`config.mk`:
```
export PLATFORM = sky130hd
export DESIGN_NAME = sc_core
export DESIGN_NICKNAME = d
export VERILOG_FILES = /design/src/rtl/sc_core_pkg.sv /design/src/rtl/sc_core_decode.sv /design/src/rtl/sc_core_alu.sv /design/src/rtl/sc_core_regfile.sv /design/src/rtl/sc_core.sv
export SDC_FILE = /design/constraint.sdc
export NUM_CORES = 2
export LEC_CHECK = 0
export ABC_AREA = 0
export BUFFER_PORTS_ARGS = -buffer_cell sky130_fd_sc_hd__buf_2
export CAP_MARGIN = 20
export CORE_MARGIN = 1.5
export CORE_UTILIZATION = 55
export CTS_BUF_LIST = sky130_fd_sc_hd__clkbuf_8
export DETAILED_ROUTE_END_ITERATION = 8
export PLACE_DENSITY = 0.72
export SLEW_MARGIN = 30
export SYNTH_ARGS = -nofsm -noshare
export SYNTH_HDL_FRONTEND = slang
export SYNTH_HIERARCHICAL = 1
export SYNTH_SLANG_ARGS = --single-unit
```
`constraint.sdc`:
```
create_clock -name clk -period 7 [get_ports clk]
set_input_delay 0 -clock clk [delete_from_list [all_inputs] [get_ports clk]]
set_output_delay 0 -clock clk [all_outputs]
set_load 0.03 [all_outputs]
```
`src/rtl/sc_core_pkg.sv`:
```
package sc_core_pkg;

  localparam logic [5:0] OPC_REG  = 6'd0;
  localparam logic [5:0] OPC_JMP  = 6'd2;
  localparam logic [5:0] OPC_BEQ  = 6'd4;
  localparam logic [5:0] OPC_BNE  = 6'd5;
  localparam logic [5:0] OPC_ADDI = 6'd8;
  localparam logic [5:0] OPC_SLTI = 6'd10;
  localparam logic [5:0] OPC_ANDI = 6'd12;
  localparam logic [5:0] OPC_ORI  = 6'd13;
  localparam logic [5:0] OPC_LUI  = 6'd15;
  localparam logic [5:0] OPC_LDW  = 6'd35;
  localparam logic [5:0] OPC_STW  = 6'd43;

  localparam logic [5:0] FC_ADD = 6'd32;
  localparam logic [5:0] FC_SUB = 6'd34;
  localparam logic [5:0] FC_SLT = 6'd42;

  typedef enum logic [2:0] {
    ALU_ADD,
    ALU_SUB,
    ALU_SLT,
    ALU_AND,
    ALU_OR,
    ALU_UPR
  } alu_op_e;

  typedef struct packed {
    alu_op_e alu_op;
    logic    use_imm;
    logic    imm_sext;
    logic    reg_we;
    logic    dst_is_rd;
    logic    load;
    logic    store;
    logic    branch;
    logic    branch_ne;
    logic    jump;
    logic    illegal;
  } ctrl_t;

endpackage

```
`src/rtl/sc_core_decode.sv`:
```
module sc_core_decode
  import sc_core_pkg::*;
(
  input  logic [5:0] opcode,
  input  logic [4:0] shamt,
  input  logic [5:0] funct,
  output ctrl_t      ctrl
);

  always_comb begin
    ctrl        = '0;
    ctrl.alu_op = ALU_ADD;
    unique case (opcode)
      OPC_REG: begin
        if (shamt != 5'd0) begin
          ctrl.illegal = 1'b1;
        end else begin
          unique case (funct)
            FC_ADD: begin ctrl.alu_op = ALU_ADD; ctrl.reg_we = 1'b1; ctrl.dst_is_rd = 1'b1; end
            FC_SUB: begin ctrl.alu_op = ALU_SUB; ctrl.reg_we = 1'b1; ctrl.dst_is_rd = 1'b1; end
            FC_SLT: begin ctrl.alu_op = ALU_SLT; ctrl.reg_we = 1'b1; ctrl.dst_is_rd = 1'b1; end
            default: ctrl.illegal = 1'b1;
          endcase
        end
      end
      OPC_LDW: begin
        ctrl.use_imm = 1'b1; ctrl.imm_sext = 1'b1; ctrl.reg_we = 1'b1; ctrl.load = 1'b1;
      end
      OPC_STW: begin
        ctrl.use_imm = 1'b1; ctrl.imm_sext = 1'b1; ctrl.store = 1'b1;
      end
      OPC_BEQ: ctrl.branch = 1'b1;
      OPC_BNE: begin ctrl.branch = 1'b1; ctrl.branch_ne = 1'b1; end
      OPC_JMP: ctrl.jump = 1'b1;
      OPC_ADDI: begin
        ctrl.alu_op = ALU_ADD; ctrl.use_imm = 1'b1; ctrl.imm_sext = 1'b1; ctrl.reg_we = 1'b1;
      end
      OPC_SLTI: begin
        ctrl.alu_op = ALU_SLT; ctrl.use_imm = 1'b1; ctrl.imm_sext = 1'b1; ctrl.reg_we = 1'b1;
      end
      OPC_ANDI: begin
        ctrl.alu_op = ALU_AND; ctrl.use_imm = 1'b1; ctrl.reg_we = 1'b1;
      end
      OPC_ORI: begin
        ctrl.alu_op = ALU_OR; ctrl.use_imm = 1'b1; ctrl.reg_we = 1'b1;
      end
      OPC_LUI: begin
        ctrl.alu_op = ALU_UPR; ctrl.use_imm = 1'b1; ctrl.reg_we = 1'b1;
      end
      default: ctrl.illegal = 1'b1;
    endcase
  end

endmodule

```
`src/rtl/sc_core_alu.sv`:
```
module sc_core_alu
  import sc_core_pkg::*;
#(
  parameter int W = 32
) (
  input  alu_op_e      op,
  input  logic [W-1:0] a,
  input  logic [W-1:0] b,
  output logic [W-1:0] y
);

  localparam int HALF = W / 2;

  always_comb begin
    unique case (op)
      ALU_ADD: y = a + b;
      ALU_SUB: y = a - b;
      ALU_SLT: y = {{(W-1){1'b0}}, ($signed(a) < $signed(b))};
      ALU_AND: y = a & b;
      ALU_OR:  y = a | b;
      ALU_UPR: y = {b[HALF-1:0], {HALF{1'b0}}};
      default: y = '0;
    endcase
  end

endmodule

```
`src/rtl/sc_core_regfile.sv`:
```
module sc_core_regfile #(
  parameter int NREG = 32,
  parameter int W    = 32
) (
  input  logic                    clk,
  input  logic                    we,
  input  logic [$clog2(NREG)-1:0] wa,
  input  logic [W-1:0]            wd,
  input  logic [$clog2(NREG)-1:0] ra1,
  input  logic [$clog2(NREG)-1:0] ra2,
  output logic [W-1:0]            rd1,
  output logic [W-1:0]            rd2
);

  localparam int AW = $clog2(NREG);

  logic [W-1:0] regs_q [NREG];

  for (genvar i = 0; i < NREG; i++) begin : g_ent
    if (i == 0) begin : g_zero
      assign regs_q[i] = '0;
    end else begin : g_reg
      logic ent_en;
      assign ent_en = we && (wa == AW'(i));
      always_ff @(posedge clk) begin
        if (ent_en) regs_q[i] <= wd;
      end
    end
  end

  assign rd1 = regs_q[ra1];
  assign rd2 = regs_q[ra2];

endmodule

```
`src/rtl/sc_core.sv`:
```
module sc_core
  import sc_core_pkg::*;
#(
  parameter int          NREG     = 32,
  parameter logic [31:0] RESET_PC = 32'd0
) (
  input  logic        clk,
  input  logic        rst_n,
  output logic [29:0] ifetch_waddr,
  input  logic [31:0] ifetch_instr,
  output logic [31:0] dmem_addr,
  output logic [31:0] dmem_wdata,
  output logic        dmem_we,
  input  logic [31:0] dmem_rdata
);

  localparam int W  = 32;
  localparam int AW = $clog2(NREG);
  localparam int PW = W - 2;

  // program counter, held as a word address
  logic [PW-1:0] pc_q, pc_d, pc_inc, pc_br, pc_jmp;

  // instruction fields
  logic [5:0]    opcode, funct;
  logic [4:0]    shamt;
  logic [AW-1:0] rs_idx, rt_idx, rd_idx;
  logic [15:0]   imm16;
  logic [W-1:0]  imm_sx, imm_zx, imm_ext;

  ctrl_t         ctrl;
  logic [W-1:0]  rs_val, rt_val, alu_b, alu_y, wb_data;
  logic          rf_we, br_take;
  logic [AW-1:0] rf_wa;

  assign opcode = ifetch_instr[31:26];
  assign rs_idx = ifetch_instr[25:21];
  assign rt_idx = ifetch_instr[20:16];
  assign rd_idx = ifetch_instr[15:11];
  assign shamt  = ifetch_instr[10:6];
  assign funct  = ifetch_instr[5:0];
  assign imm16  = ifetch_instr[15:0];

  assign imm_sx  = {{(W-16){imm16[15]}}, imm16};
  assign imm_zx  = {{(W-16){1'b0}}, imm16};
  assign imm_ext = ctrl.imm_sext ? imm_sx : imm_zx;

  sc_core_decode u_dec (
    .opcode (opcode),
    .shamt  (shamt),
    .funct  (funct),
    .ctrl   (ctrl)
  );

  sc_core_regfile #(.NREG(NREG), .W(W)) u_rf (
    .clk (clk),
    .we  (rf_we),
    .wa  (rf_wa),
    .wd  (wb_data),
    .ra1 (rs_idx),
    .ra2 (rt_idx),
    .rd1 (rs_val),
    .rd2 (rt_val)
  );

  assign alu_b = ctrl.use_imm ? imm_ext : rt_val;

  sc_core_alu #(.W(W)) u_alu (
    .op (ctrl.alu_op),
    .a  (rs_val),
    .b  (alu_b),
    .y  (alu_y)
  );

  // write-back and memory side
  assign rf_we      = ctrl.reg_we;
  assign rf_wa      = ctrl.dst_is_rd ? rd_idx : rt_idx;
  assign wb_data    = ctrl.load ? dmem_rdata : alu_y;
  assign dmem_addr  = alu_y;
  assign dmem_wdata = rt_val;
  assign dmem_we    = ctrl.store;

  // next-PC selection
  assign br_take = ctrl.branch && ((rs_val == rt_val) != ctrl.branch_ne);
  assign pc_inc  = pc_q + PW'(1);
  assign pc_br   = pc_inc + imm_sx[PW-1:0];
  assign pc_jmp  = {pc_inc[PW-1:26], ifetch_instr[25:0]};

  always_comb begin
    if (ctrl.jump)   pc_d = pc_jmp;
    else if (br_take) pc_d = pc_br;
    else             pc_d = pc_inc;
  end

  always_ff @(posedge clk or negedge rst_n) begin
    if (!rst_n) pc_q <= RESET_PC[W-1:2];
    else        pc_q <= pc_d;
  end

  assign ifetch_waddr = pc_q;

  // ---------------------------------------------------------------- checks
  p_fetch_seq_r10: assert property (@(posedge clk) disable iff (!rst_n)
    (!ctrl.jump && !ctrl.branch) |=> (ifetch_waddr == $past(ifetch_waddr) + 30'd1));

  p_branch_taken_r6: assert property (@(posedge clk) disable iff (!rst_n)
    (ctrl.branch && ((rs_val == rt_val) != ctrl.branch_ne))
      |=> (ifetch_waddr == $past(ifetch_waddr) + 30'd1 + $past(imm_sx[PW-1:0])));

  p_branch_fall_r6: assert property (@(posedge clk) disable iff (!rst_n)
    (ctrl.branch && ((rs_val == rt_val) == ctrl.branch_ne))
      |=> (ifetch_waddr == $past(ifetch_waddr) + 30'd1));

  p_jump_field_r7: assert property (@(posedge clk) disable iff (!rst_n)
    ctrl.jump |=> (ifetch_waddr[25:0] == $past(ifetch_instr[25:0])));

  p_jump_region_r7: assert property (@(posedge clk) disable iff (!rst_n)
    ctrl.jump |=> (ifetch_waddr[PW-1:26] == $past(pc_inc[PW-1:26])));

  p_r0_zero_r8: assert property (@(posedge clk) disable iff (!rst_n)
    (rs_idx == '0) |-> (rs_val == '0));

  p_noop_quiet_r9: assert property (@(posedge clk) disable iff (!rst_n)
    ctrl.illegal |-> (!dmem_we && !rf_we));

endmodule

```
==> results.sh <==
export IMPL_status="finished, final reports clean"
export IMPL_end_kind="primary output"
export IMPL_postCtsSetupBuffers=0
export IMPL_regToRegEndpoint="u_rf/regs_q[507]"
export IMPL_rsz0062_at_grt="false"
export IMPL_cts_reportedPaths_clkPinSlew_ns=0.06
export IMPL_ys_warn_count=6
export IMPL_globalRoute_totalOverflow=0
export IMPL_clkSinkCount=1022
export IMPL_fmax_mhz=158
export IMPL_hold_end="ifetch_waddr[24]"
export IMPL_cts_resized=0
export IMPL_final_min_period_over_clock_period=0.905
export IMPL_grt_busiest_layer="met2"
export IMPL_crit_arrival_ns=6.33
export IMPL_antenna_left=0
export IMPL_antenna_found_initial=4
export IMPL_use_met3=0.0787
export IMPL_critPathKind="input port to primary output"
export IMPL_reg2reg_depth=17
export IMPL_slew_headroom=0.293
export IMPL_drt_iter0_markers=5565
export IMPL_finalCriticalPeriod_ns=6.33
export IMPL_met1_usage=0.438
export IMPL_fin_skew_ns=0.0642
export IMPL_io_pins=161
export IMPL_min_from="ifetch_instr[24]"
export IMPL_final_layout_size_suffix_gt1_frac=0.269
export IMPL_syn_instance_count=3812
export IMPL_maxCapViolCount=0
export IMPL_whs_ns=0.0526
export IMPL_drc=0
export IMPL_io_buffers=160
export IMPL_hold_path_cell_count=4
export IMPL_final_cell_mix="edfxtp_1, mux4_2, a22o_1"
export IMPL_place_congestion=0.951
export IMPL_grt_pass1_vias=38400
export IMPL_clk_path_buf_depth=3
export IMPL_htreeDepth=4
export IMPL_synth_cell_area_um2=56100
export IMPL_slew_viol_final=0
export IMPL_die_x_um=322
export IMPL_start_util=0.558
export IMPL_syn_area_per_cell_um2=14.7
export IMPL_grt_max_degree=80
export IMPL_viasPerCell=6.94
export IMPL_clkLatencyLatePin_ns=0.88
export IMPL_die_h_um=322
export IMPL_cp_start_kind="input port"
export IMPL_syn_to_final_growth_pct=12.3
export IMPL_numCtsBuffers=165
export IMPL_rows=116
export IMPL_wl_um=175000
export IMPL_fillers=7320
export IMPL_dieArea_um2=104000
export IMPL_nNetsFinal=4296
export IMPL_tightest_slew_ns=1.05
export IMPL_gr_usage_all_layers=0.336
export IMPL_grt_use_met2=0.529
export IMPL_cts_root_buf="clkbuf_8"
export IMPL_max_vdd_ir_drop_mv=0.247
export IMPL_crit_path_max_fanout=22
export IMPL_power_density_nw_per_um2=263
export IMPL_via_count=38700
export IMPL_hold_violations=0
export IMPL_place_hpwl_um=114000
export IMPL_dr_pass1_iters=6
export IMPL_final_common_cell="edfxtp_1"
export IMPL_cts_hold_buf=96
export IMPL_setup_tns_ns=0
export IMPL_r2r_slack_ns=0.92
export IMPL_worstPathRequired_ns=7.00
export IMPL_reg2reg_from="u_rf/regs_q[225]"
export IMPL_leakagePower_nw=22.2
export IMPL_core_um2=101000
export IMPL_wl_per_cell_um=31.4
export IMPL_min_path_type="input port to register"
export IMPL_syn_num_nets=4015
export IMPL_setup_viol_count_final=0
export IMPL_grt_pass1_wl_um=253000
export IMPL_cts_tree="yes"
-- routing by layer --
| metal | up-vias | wire length, µm | share of wire |
|---|---|---|---|
| met5 | - | 24 | 0.00014 |
| met4 | 4 | 8860 | 0.051 |
| met3 | 495 | 20500 | 0.12 |
| met2 | 2594 | 81700 | 0.47 |
| met1 | 19600 | 63900 | 0.36 |
| li1 | 16100 | - | - |
-- worst max path at each step --
| stage | start | end | slack, ns | cells after the start |
|---|---|---|---|---|
| after global placement | ifetch_instr[17] | u_rf/regs_q[507] | 0.77 | 19 |
| after floorplan | ifetch_instr[18] | u_rf/regs_q[113] | 1.45 | 20 |
| after CTS | ifetch_instr[18] | dmem_addr[27] | 0.80 | 20 |
| after global routing | ifetch_instr[18] | dmem_addr[27] | 0.51 | 20 |
| after detailed placement | ifetch_instr[17] | u_rf/regs_q[475] | 0.73 | 19 |
| final | ifetch_instr[17] | dmem_addr[27] | 0.67 | 20 |
-- critical path: stages --
cell and delay, ns:
dlygate4sd3_1 0.52, buf_4 0.42, nor2b_4 0.64, buf_4 0.27, a22o_1 0.14, a211oi_1 0.08
o31ai_1 0.77, mux2_2 0.38, inv_1 0.11, ha_1 0.33, o21ba_1 0.25, a2111oi_4 0.48
o211ai_2 0.20, a21o_1 0.26, a21oi_2 0.27, a311o_1 0.27, a21oi_1 0.10, o221a_1 0.24
o21ai_1 0.30, buf_2 0.28
-- flip-flops by register name (all words and copies together) (netlist names) --
signal,flops
u_rf/regs_q,992
ifetch_waddr,30
-- per-stage QoR --
stage	power, W	setup slack, ns	instances	utilization	cell area (µm²)
after global routing	0.0171	0.515	5580	0.626	63000
final	0.0165	0.668	5580	0.626	63000
after floorplan	0.0102	1.45	3812	-	56100
after detailed placement	0.0115	0.725	5186	0.585	58900
after global placement	0.0115	0.773	5185	0.585	58800
after CTS	0.0165	0.803	5577	0.626	62900
-- where the power goes --
part           leakage (nW)  internal, W  switching, W
Sequential             9.27      0.00743     0.0000727
Combinational          11.2      0.00132       0.00279
Clock                  1.69      0.00249       0.00244
-- cell type report --
type / count / area [µm²] / area share
tap: 1357 / 1700 / 0.0269
inverter: 128 / 480 / 0.00763
antenna: 2 / 5.00 / 0.0000794
timing repair buffer: 402 / 3140 / 0.0498
sequential: 1022 / 30500 / 0.485
clock buffer: 166 / 2280 / 0.0363
clock inverter: 129 / 810 / 0.0128
multi-input combinational: 2374 / 24000 / 0.382
Note: power is estimated with default switching activity, not from simulation.
